`src/rtl/shop_pkg.sv`:
```
package shop_pkg;
  localparam int IDX_W = 4;
  localparam int IMM_W = 5;
  localparam int INSTR_W = 20;

  typedef enum logic [1:0] {
    SH_LSL = 2'd0,
    SH_LSR = 2'd1,
    SH_ASR = 2'd2,
    SH_ROR = 2'd3
  } shift_kind_e;

  typedef struct packed {
    logic [IDX_W-1:0] rn;
    logic [IDX_W-1:0] rd;
    logic [IDX_W-1:0] rs;
    logic [IDX_W-1:0] rm;
    logic [IMM_W-1:0] imm;
    shift_kind_e      kind;
    logic             by_reg;
  } shift_fields_t;
endpackage

```
`src/rtl/shop_field_dec.sv`:
```
module shop_field_dec
  import shop_pkg::*;
(
  input  logic [INSTR_W-1:0] instr_i,
  output shift_fields_t      fields_o
);
  always_comb begin
    fields_o.rn     = instr_i[19:16];
    fields_o.rd     = instr_i[15:12];
    fields_o.rs     = instr_i[11:8];
    fields_o.imm    = instr_i[11:7];
    fields_o.kind   = shift_kind_e'(instr_i[6:5]);
    fields_o.by_reg = instr_i[4];
    fields_o.rm     = instr_i[3:0];
  end
endmodule

```
`src/rtl/shop_src_sel.sv`:
```
module shop_src_sel
  import shop_pkg::*;
#(
  parameter int DATA_W    = 32,
  parameter int AMT_W     = 8,
  parameter int PC_OFFSET = 8
) (
  input  shift_fields_t     fields_i,
  input  logic [DATA_W-1:0] rm_val_i,
  input  logic [DATA_W-1:0] rs_val_i,
  input  logic [DATA_W-1:0] pc_i,
  output logic [DATA_W-1:0] src_o,
  output logic [AMT_W-1:0]  amt_o,
  output logic              rrx_o,
  output logic              invalid_o
);
  localparam logic [IDX_W-1:0]  PC_IDX   = '1;
  localparam logic [AMT_W-1:0]  FULL_AMT = AMT_W'(DATA_W);
  localparam logic [DATA_W-1:0] PC_ADJ   = DATA_W'(PC_OFFSET);

  logic imm_zero;
  logic unused_rs_hi;

  assign unused_rs_hi = ^rs_val_i[DATA_W-1:AMT_W];
  assign imm_zero     = (fields_i.imm == '0);

  assign invalid_o = fields_i.by_reg &
                     ((fields_i.rd == PC_IDX) | (fields_i.rm == PC_IDX) |
                      (fields_i.rn == PC_IDX) | (fields_i.rs == PC_IDX));

  // immediate form reads the pipeline-advanced PC
  assign src_o = (!fields_i.by_reg && fields_i.rm == PC_IDX) ? pc_i + PC_ADJ : rm_val_i;

  assign rrx_o = !fields_i.by_reg && fields_i.kind == SH_ROR && imm_zero;

  always_comb begin
    if (fields_i.by_reg)
      amt_o = rs_val_i[AMT_W-1:0];
    else if (imm_zero && (fields_i.kind == SH_LSR || fields_i.kind == SH_ASR))
      amt_o = FULL_AMT;
    else
      amt_o = AMT_W'(fields_i.imm);
  end
endmodule

```
`src/rtl/shop_barrel.sv`:
```
module shop_barrel
  import shop_pkg::*;
#(
  parameter int DATA_W = 32,
  parameter int AMT_W  = 8
) (
  input  shift_kind_e       kind_i,
  input  logic [AMT_W-1:0]  amt_i,
  input  logic              rrx_i,
  input  logic [DATA_W-1:0] src_i,
  input  logic              carry_i,
  output logic [DATA_W-1:0] res_o,
  output logic              carry_o
);
  localparam int               SH_W     = $clog2(DATA_W);
  localparam logic [AMT_W-1:0] FULL_AMT = AMT_W'(DATA_W);

  logic              over;
  logic [AMT_W-1:0]  amt_c;
  logic [DATA_W-1:0] cand_res [4];
  logic              cand_c   [4];

  assign over  = amt_i > FULL_AMT;
  assign amt_c = over ? FULL_AMT : amt_i;

  for (genvar gk = 0; gk < 4; gk++) begin : g_kind
    if (gk == 0) begin : g_lsl
      logic [DATA_W:0] w;
      assign w            = {1'b0, src_i} << amt_c;
      assign cand_res[gk] = over ? '0 : w[DATA_W-1:0];
      assign cand_c[gk]   = over ? 1'b0 : w[DATA_W];
    end else if (gk == 1) begin : g_lsr
      logic [DATA_W:0] w;
      assign w            = {src_i, 1'b0} >> amt_c;
      assign cand_res[gk] = over ? '0 : w[DATA_W:1];
      assign cand_c[gk]   = over ? 1'b0 : w[0];
    end else if (gk == 2) begin : g_asr
      logic signed [DATA_W:0] w;
      // clamped amount saturates to a full sign fill
      assign w            = $signed({src_i, 1'b0}) >>> amt_c;
      assign cand_res[gk] = w[DATA_W:1];
      assign cand_c[gk]   = w[0];
    end else begin : g_ror
      logic [2*DATA_W-1:0] w;
      assign w            = {src_i, src_i} >> amt_i[SH_W-1:0];
      assign cand_res[gk] = w[DATA_W-1:0];
      assign cand_c[gk]   = w[DATA_W-1];
    end
  end

  always_comb begin
    if (rrx_i) begin
      res_o   = {carry_i, src_i[DATA_W-1:1]};
      carry_o = src_i[0];
    end else if (amt_i == '0) begin
      res_o   = src_i;
      carry_o = carry_i;
    end else begin
      res_o   = cand_res[kind_i];
      carry_o = cand_c[kind_i];
    end
  end
endmodule

```
`src/rtl/shop_unit.sv`:
```
module shop_unit
  import shop_pkg::*;
#(
  parameter int DATA_W    = 32,
  parameter int AMT_W     = 8,
  parameter int PC_OFFSET = 8
) (
  input  logic               clk_i,
  input  logic               rst_ni,
  input  logic [INSTR_W-1:0] instr_i,
  input  logic [DATA_W-1:0]  rm_val_i,
  input  logic [DATA_W-1:0]  rs_val_i,
  input  logic [DATA_W-1:0]  pc_i,
  input  logic               carry_i,
  output logic [DATA_W-1:0]  operand_o,
  output logic               carry_o,
  output logic               invalid_o
);
  localparam logic [AMT_W-1:0] FULL_AMT = AMT_W'(DATA_W);

  shift_fields_t     fields;
  logic [DATA_W-1:0] src;
  logic [AMT_W-1:0]  amt;
  logic              rrx;
  logic              inv;
  logic [DATA_W-1:0] res;
  logic              res_c;
  logic              seen_q;

  shop_field_dec u_dec (
    .instr_i  (instr_i),
    .fields_o (fields)
  );

  shop_src_sel #(
    .DATA_W    (DATA_W),
    .AMT_W     (AMT_W),
    .PC_OFFSET (PC_OFFSET)
  ) u_src (
    .fields_i  (fields),
    .rm_val_i  (rm_val_i),
    .rs_val_i  (rs_val_i),
    .pc_i      (pc_i),
    .src_o     (src),
    .amt_o     (amt),
    .rrx_o     (rrx),
    .invalid_o (inv)
  );

  shop_barrel #(
    .DATA_W (DATA_W),
    .AMT_W  (AMT_W)
  ) u_bar (
    .kind_i  (fields.kind),
    .amt_i   (amt),
    .rrx_i   (rrx),
    .src_i   (src),
    .carry_i (carry_i),
    .res_o   (res),
    .carry_o (res_c)
  );

  always_ff @(posedge clk_i or negedge rst_ni) begin
    if (!rst_ni) begin
      operand_o <= '0;
      carry_o   <= 1'b0;
      invalid_o <= 1'b0;
      seen_q    <= 1'b0;
    end else begin
      operand_o <= inv ? '0 : res;
      carry_o   <= inv ? carry_i : res_c;
      invalid_o <= inv;
      seen_q    <= 1'b1;
    end
  end

  p_invalid_clears_r11: assert property (@(posedge clk_i) disable iff (!rst_ni)
    (seen_q && invalid_o) |-> (operand_o == '0 && carry_o == $past(carry_i)));

  p_imm_never_invalid_r11: assert property (@(posedge clk_i) disable iff (!rst_ni)
    (seen_q && !$past(instr_i[4])) |-> !invalid_o);

  p_reg_zero_pass_r7: assert property (@(posedge clk_i) disable iff (!rst_ni)
    (seen_q && $past(instr_i[4]) && $past(rs_val_i[AMT_W-1:0]) == '0 && !invalid_o)
    |-> (operand_o == $past(rm_val_i) && carry_o == $past(carry_i)));

  p_rrx_form_r5: assert property (@(posedge clk_i) disable iff (!rst_ni)
    (seen_q && $past(instr_i[11:4]) == 8'b0000_0110 && $past(instr_i[3:0]) != 4'hF)
    |-> (operand_o == {$past(carry_i), $past(rm_val_i[DATA_W-1:1])} &&
         carry_o == $past(rm_val_i[0])));

  p_lsr_beyond_r8: assert property (@(posedge clk_i) disable iff (!rst_ni)
    (seen_q && $past(instr_i[6:4]) == 3'b011 &&
     $past(rs_val_i[AMT_W-1:0]) > FULL_AMT && !invalid_o)
    |-> (operand_o == '0 && !carry_o));
endmodule

```
`config.mk`:
```
export PLATFORM = sky130hd
export DESIGN_NAME = shop_unit
export DESIGN_NICKNAME = d
export VERILOG_FILES = /design/src/rtl/shop_pkg.sv /design/src/rtl/shop_field_dec.sv /design/src/rtl/shop_src_sel.sv /design/src/rtl/shop_barrel.sv /design/src/rtl/shop_unit.sv
export SDC_FILE = /design/constraint.sdc
export NUM_CORES = 1
export LEC_CHECK = 0
export ABC_AREA = 1
export BUFFER_PORTS_ARGS = -buffer_cell sky130_fd_sc_hd__buf_2
export CAP_MARGIN = 20
export CORE_ASPECT_RATIO = 1.2
export CORE_MARGIN = 1.5
export CORE_UTILIZATION = 40
export DETAILED_ROUTE_END_ITERATION = 10
export PLACE_DENSITY = 0.59
export SLEW_MARGIN = 5
export SYNTH_ARGS = -nofsm -noshare
export SYNTH_HDL_FRONTEND = slang
export SYNTH_SLANG_ARGS = --single-unit
```
`constraint.sdc`:
```
create_clock -name clk_i -period 0.8 [get_ports clk_i]
set_input_delay 0.04 -clock clk_i [delete_from_list [all_inputs] [get_ports clk_i]]
set_output_delay 0.04 -clock clk_i [all_outputs]
set_load 0.02 [all_outputs]
```
==> results by group <==
Yosys
  • Synthesized area: between 9000 and 10,000 um^2
  • #FFs+latches synth: 34
  • Share of flip-flops with an asynchronous set or reset: 1.00
  • Top FF cell, synth: dfrtp_1
  • Post-synth cell types: between 40 and 50
  • YS warnings: 0
  • Cells after Synth: approximately 1,800
  • Seq/Total Area, Yosys: 0.0933
  • Post-synth EDFFs: 0
  • Syn nets: around 1,900
  • Synth Area per Inst: 5.01 um^2

Critical path
  • Setup crit end kind: register
  • Max incr delay on CP: about 0.30 ns
  • Setup CP Type: in2reg
  • Critical-path cell list: buf_6, nand4_1, nor2_4, buf_12, buf_4, buf_4, or2_2, nand2_4, nand2_1, buf_4, nand3_1, nand2_1, nand2_1, nand2_1, nand2_1, nand2_2, nand2_2, nand2_1, o211ai_1, nand3_1, o211ai_1, inv_1
  • Critical path data arrival time: roughly 2.6 ns
  • Most used cell, CP: nand2_1
  • Worst path slowest cell: or2_2
  • Crit-path max FO: 5
  • CP required: around 0.97 ns
  • Buf/Inv on CP: 6
  • Delay-heaviest family, CP: simple AND/OR/NAND/NOR gates
  • Startpoint Class: input pin

Timing
  • Fin. max-slew vios: 0
  • Final cycle utilization of the critical path: 3.04
  • Highest clock rate: between 400 and 500 MHz
  • Final worst slack: -1.63 ns
  • Unrepaired setup endpoints after global routing: yes
  • Relative slew slack: 0.424
  • Final Hold Viols: 0
  • Worst Tran Pin Value: slightly below 0.9 ns
  • Fin crit period: roughly 2.4 ns
  • Final setup violation count: 68

Global routing
  • Largest net degree at the start of global routing: 56
  • Total grt overflow: 0
  • Initial antenna violation count: 1
  • Vias in the first global route: 13,946
  • All-Layer GR Usage: 0.435
  • First-pass GRT wire length: 78,900 um

CTS
  • CTS tree: yes
  • Htree depth: 2
  • Clock Tree Buf Depth: 2
  • Worst-path clk slew: 0.06 ns
  • Clk sink count: 34
  • CTS root buf: clkbuf_16
  • TritonCTS buffer count: 5

Status
  • Status: finished, violations left
  • Failing checks: negative setup slack

Drt
  • Total wire length: roughly 56,000 um
  • Remaining antenna violation count: 0
  • Vias after detailed routing: ~16,000
  • 1st-iter DRT viols: 1,763
  • DR DRC count: 0
  • Drt wl/cell: 22.3 um
  • Drt first pass iters: 8
  • Vias per Instance: about 6.2

Floorplanning
  • Rows: 60
  • Io pins: approximately 150
  • Starting Density: 0.408
  • Full die area: 23,700 um^2
  • Die H: about 170 um
  • Core area: around 22,000 um^2
  • Die X-Extent: 141 um

Final layout
  • Most common cell after layout, fill and taps aside: nand2_1
  • Commonest cells after routing, fill and taps aside: nand2_1 (509), buf_4 (346), nand3_1 (311)
  • Share of layout cells above drive strength 1: 0.448
  • Final net count: between 2,000 and 2,500
  • Fill count: around 2,000
  • Post-layout util: 0.700
  • Area delta synth->final: 71.7%

Place
  • Setup WS pre-CTS: -2.05 ns
  • Gpl congestion: 1.08
  • PortBufs: 128
  • Dpl hpwl: about 42,000 um

Hold path
  • Worst hold path type: in2reg

Power
  • LEAKAGE: about 7.7 nW
  • PD cells: 1190 nW/um^2
  • Worst VDD drop: 0.988 mV
  • Power consumption: roughly 19 mW

Job
  • Max cap viols: 0
==> cell usage after synthesis (7+ instances only) <==
master,number,share of area
inv_2,7,0.0029
o21ai_0,87,0.048
dfrtp_1,34,0.093
or2_1,7,0.0048
buf_1,24,0.0099
xor2_1,7,0.0067
a21oi_1,69,0.038
o211ai_1,84,0.069
buf_2,36,0.020
nand3_1,433,0.24
o21ai_1,67,0.037
buf_4,7,0.0058
inv_1,98,0.040
nor2_1,76,0.031
nand2_1,646,0.27
clkbuf_1,54,0.022
or2_2,23,0.016
==> what timing repair did <==
item / in CTS / in global routing
setup buffers: 11 / 42
hold buffers: 1 / 0
cloned: 2 / 4
endpoints found under the hold margin: 34 / 0
gates resized for setup: 255 / 366
endpoints found under the setup margin: 68 / 68
pin swaps: 56 / 169
==> routing by layer <==
layer  wire length, um  vias up  track usage
li1                  -     7003            -
met1             20400     7177        0.535
met2             25000     1101        0.722
met3              5410      302       0.0495
met4              5250        0        0.274
met5                 0        -            0
==> final timing paths <==
kind | depth (start not counted) | slack, ns | end | startpoint
max | 22 | -1.63 | operand_o[16] | instr_i[0]
min | 3 | 0.07 | carry_o | carry_i
max in group asynchronous | 3 | 0.37 | operand_o[4] | rst_ni
min in group asynchronous | 3 | 0.25 | invalid_o | rst_ni
==> flip-flops by register name, summed over array words and instances (netlist names) <==
| register | count |
|---|---|
| operand_o | 32 |
| invalid_o | 1 |
| carry_o | 1 |
==> cells by family after synthesis <==
kind of cell    count (synthesis)  synth area share
buf+inv                       233             0.106
mux                             1           0.00110
simple gates                 1207             0.575
flops                          34            0.0933
xor+xnor                       10           0.00960
compound gates                332             0.212
fa+ha+maj                       2           0.00274
==> final cells by class <==
class / count / area, um^2 / area share
tap: 279 / 349 / 0.0223
inverter: 109 / 448 / 0.0286
multi-input combinational: 1552 / 9310 / 0.594
sequential: 34 / 851 / 0.0543
clock inverter: 3 / 68.8 / 0.00439
timing repair buffer: 531 / 4500 / 0.287
clock buffer: 5 / 125 / 0.00799
timing repair inverter: 1 / 7.51 / 0.000479
antenna: 1 / 2.50 / 0.000160
==> report_power, final <==
part	leakage, nW	total (mW)	switching [mW]	internal, mW
logic	7.15	13.9	8.38	5.48
clock network	0.0940	2.58	0.786	1.79
registers	0.425	2.12	0.147	1.98
==> metrics by stage <==
| step | std cells | area, um^2 | setup TNS (ns) | hold WS, ns |
|---|---|---|---|---|
| after floorplan | 1819 | 9460 | -35.95 | -0.256 |
| after global placement | 2449 | 12700 | -64.93 | 0.0106 |
| after detailed placement | 2449 | 12700 | -64.84 | 0.0163 |
| after CTS | 2470 | 13900 | -50.12 | 0.0599 |
| after global routing | 2514 | 15700 | -56.14 | 0.0930 |
| final | 2515 | 15700 | -52.50 | 0.0719 |
Note: power is estimated with default switching activity, not from simulation.
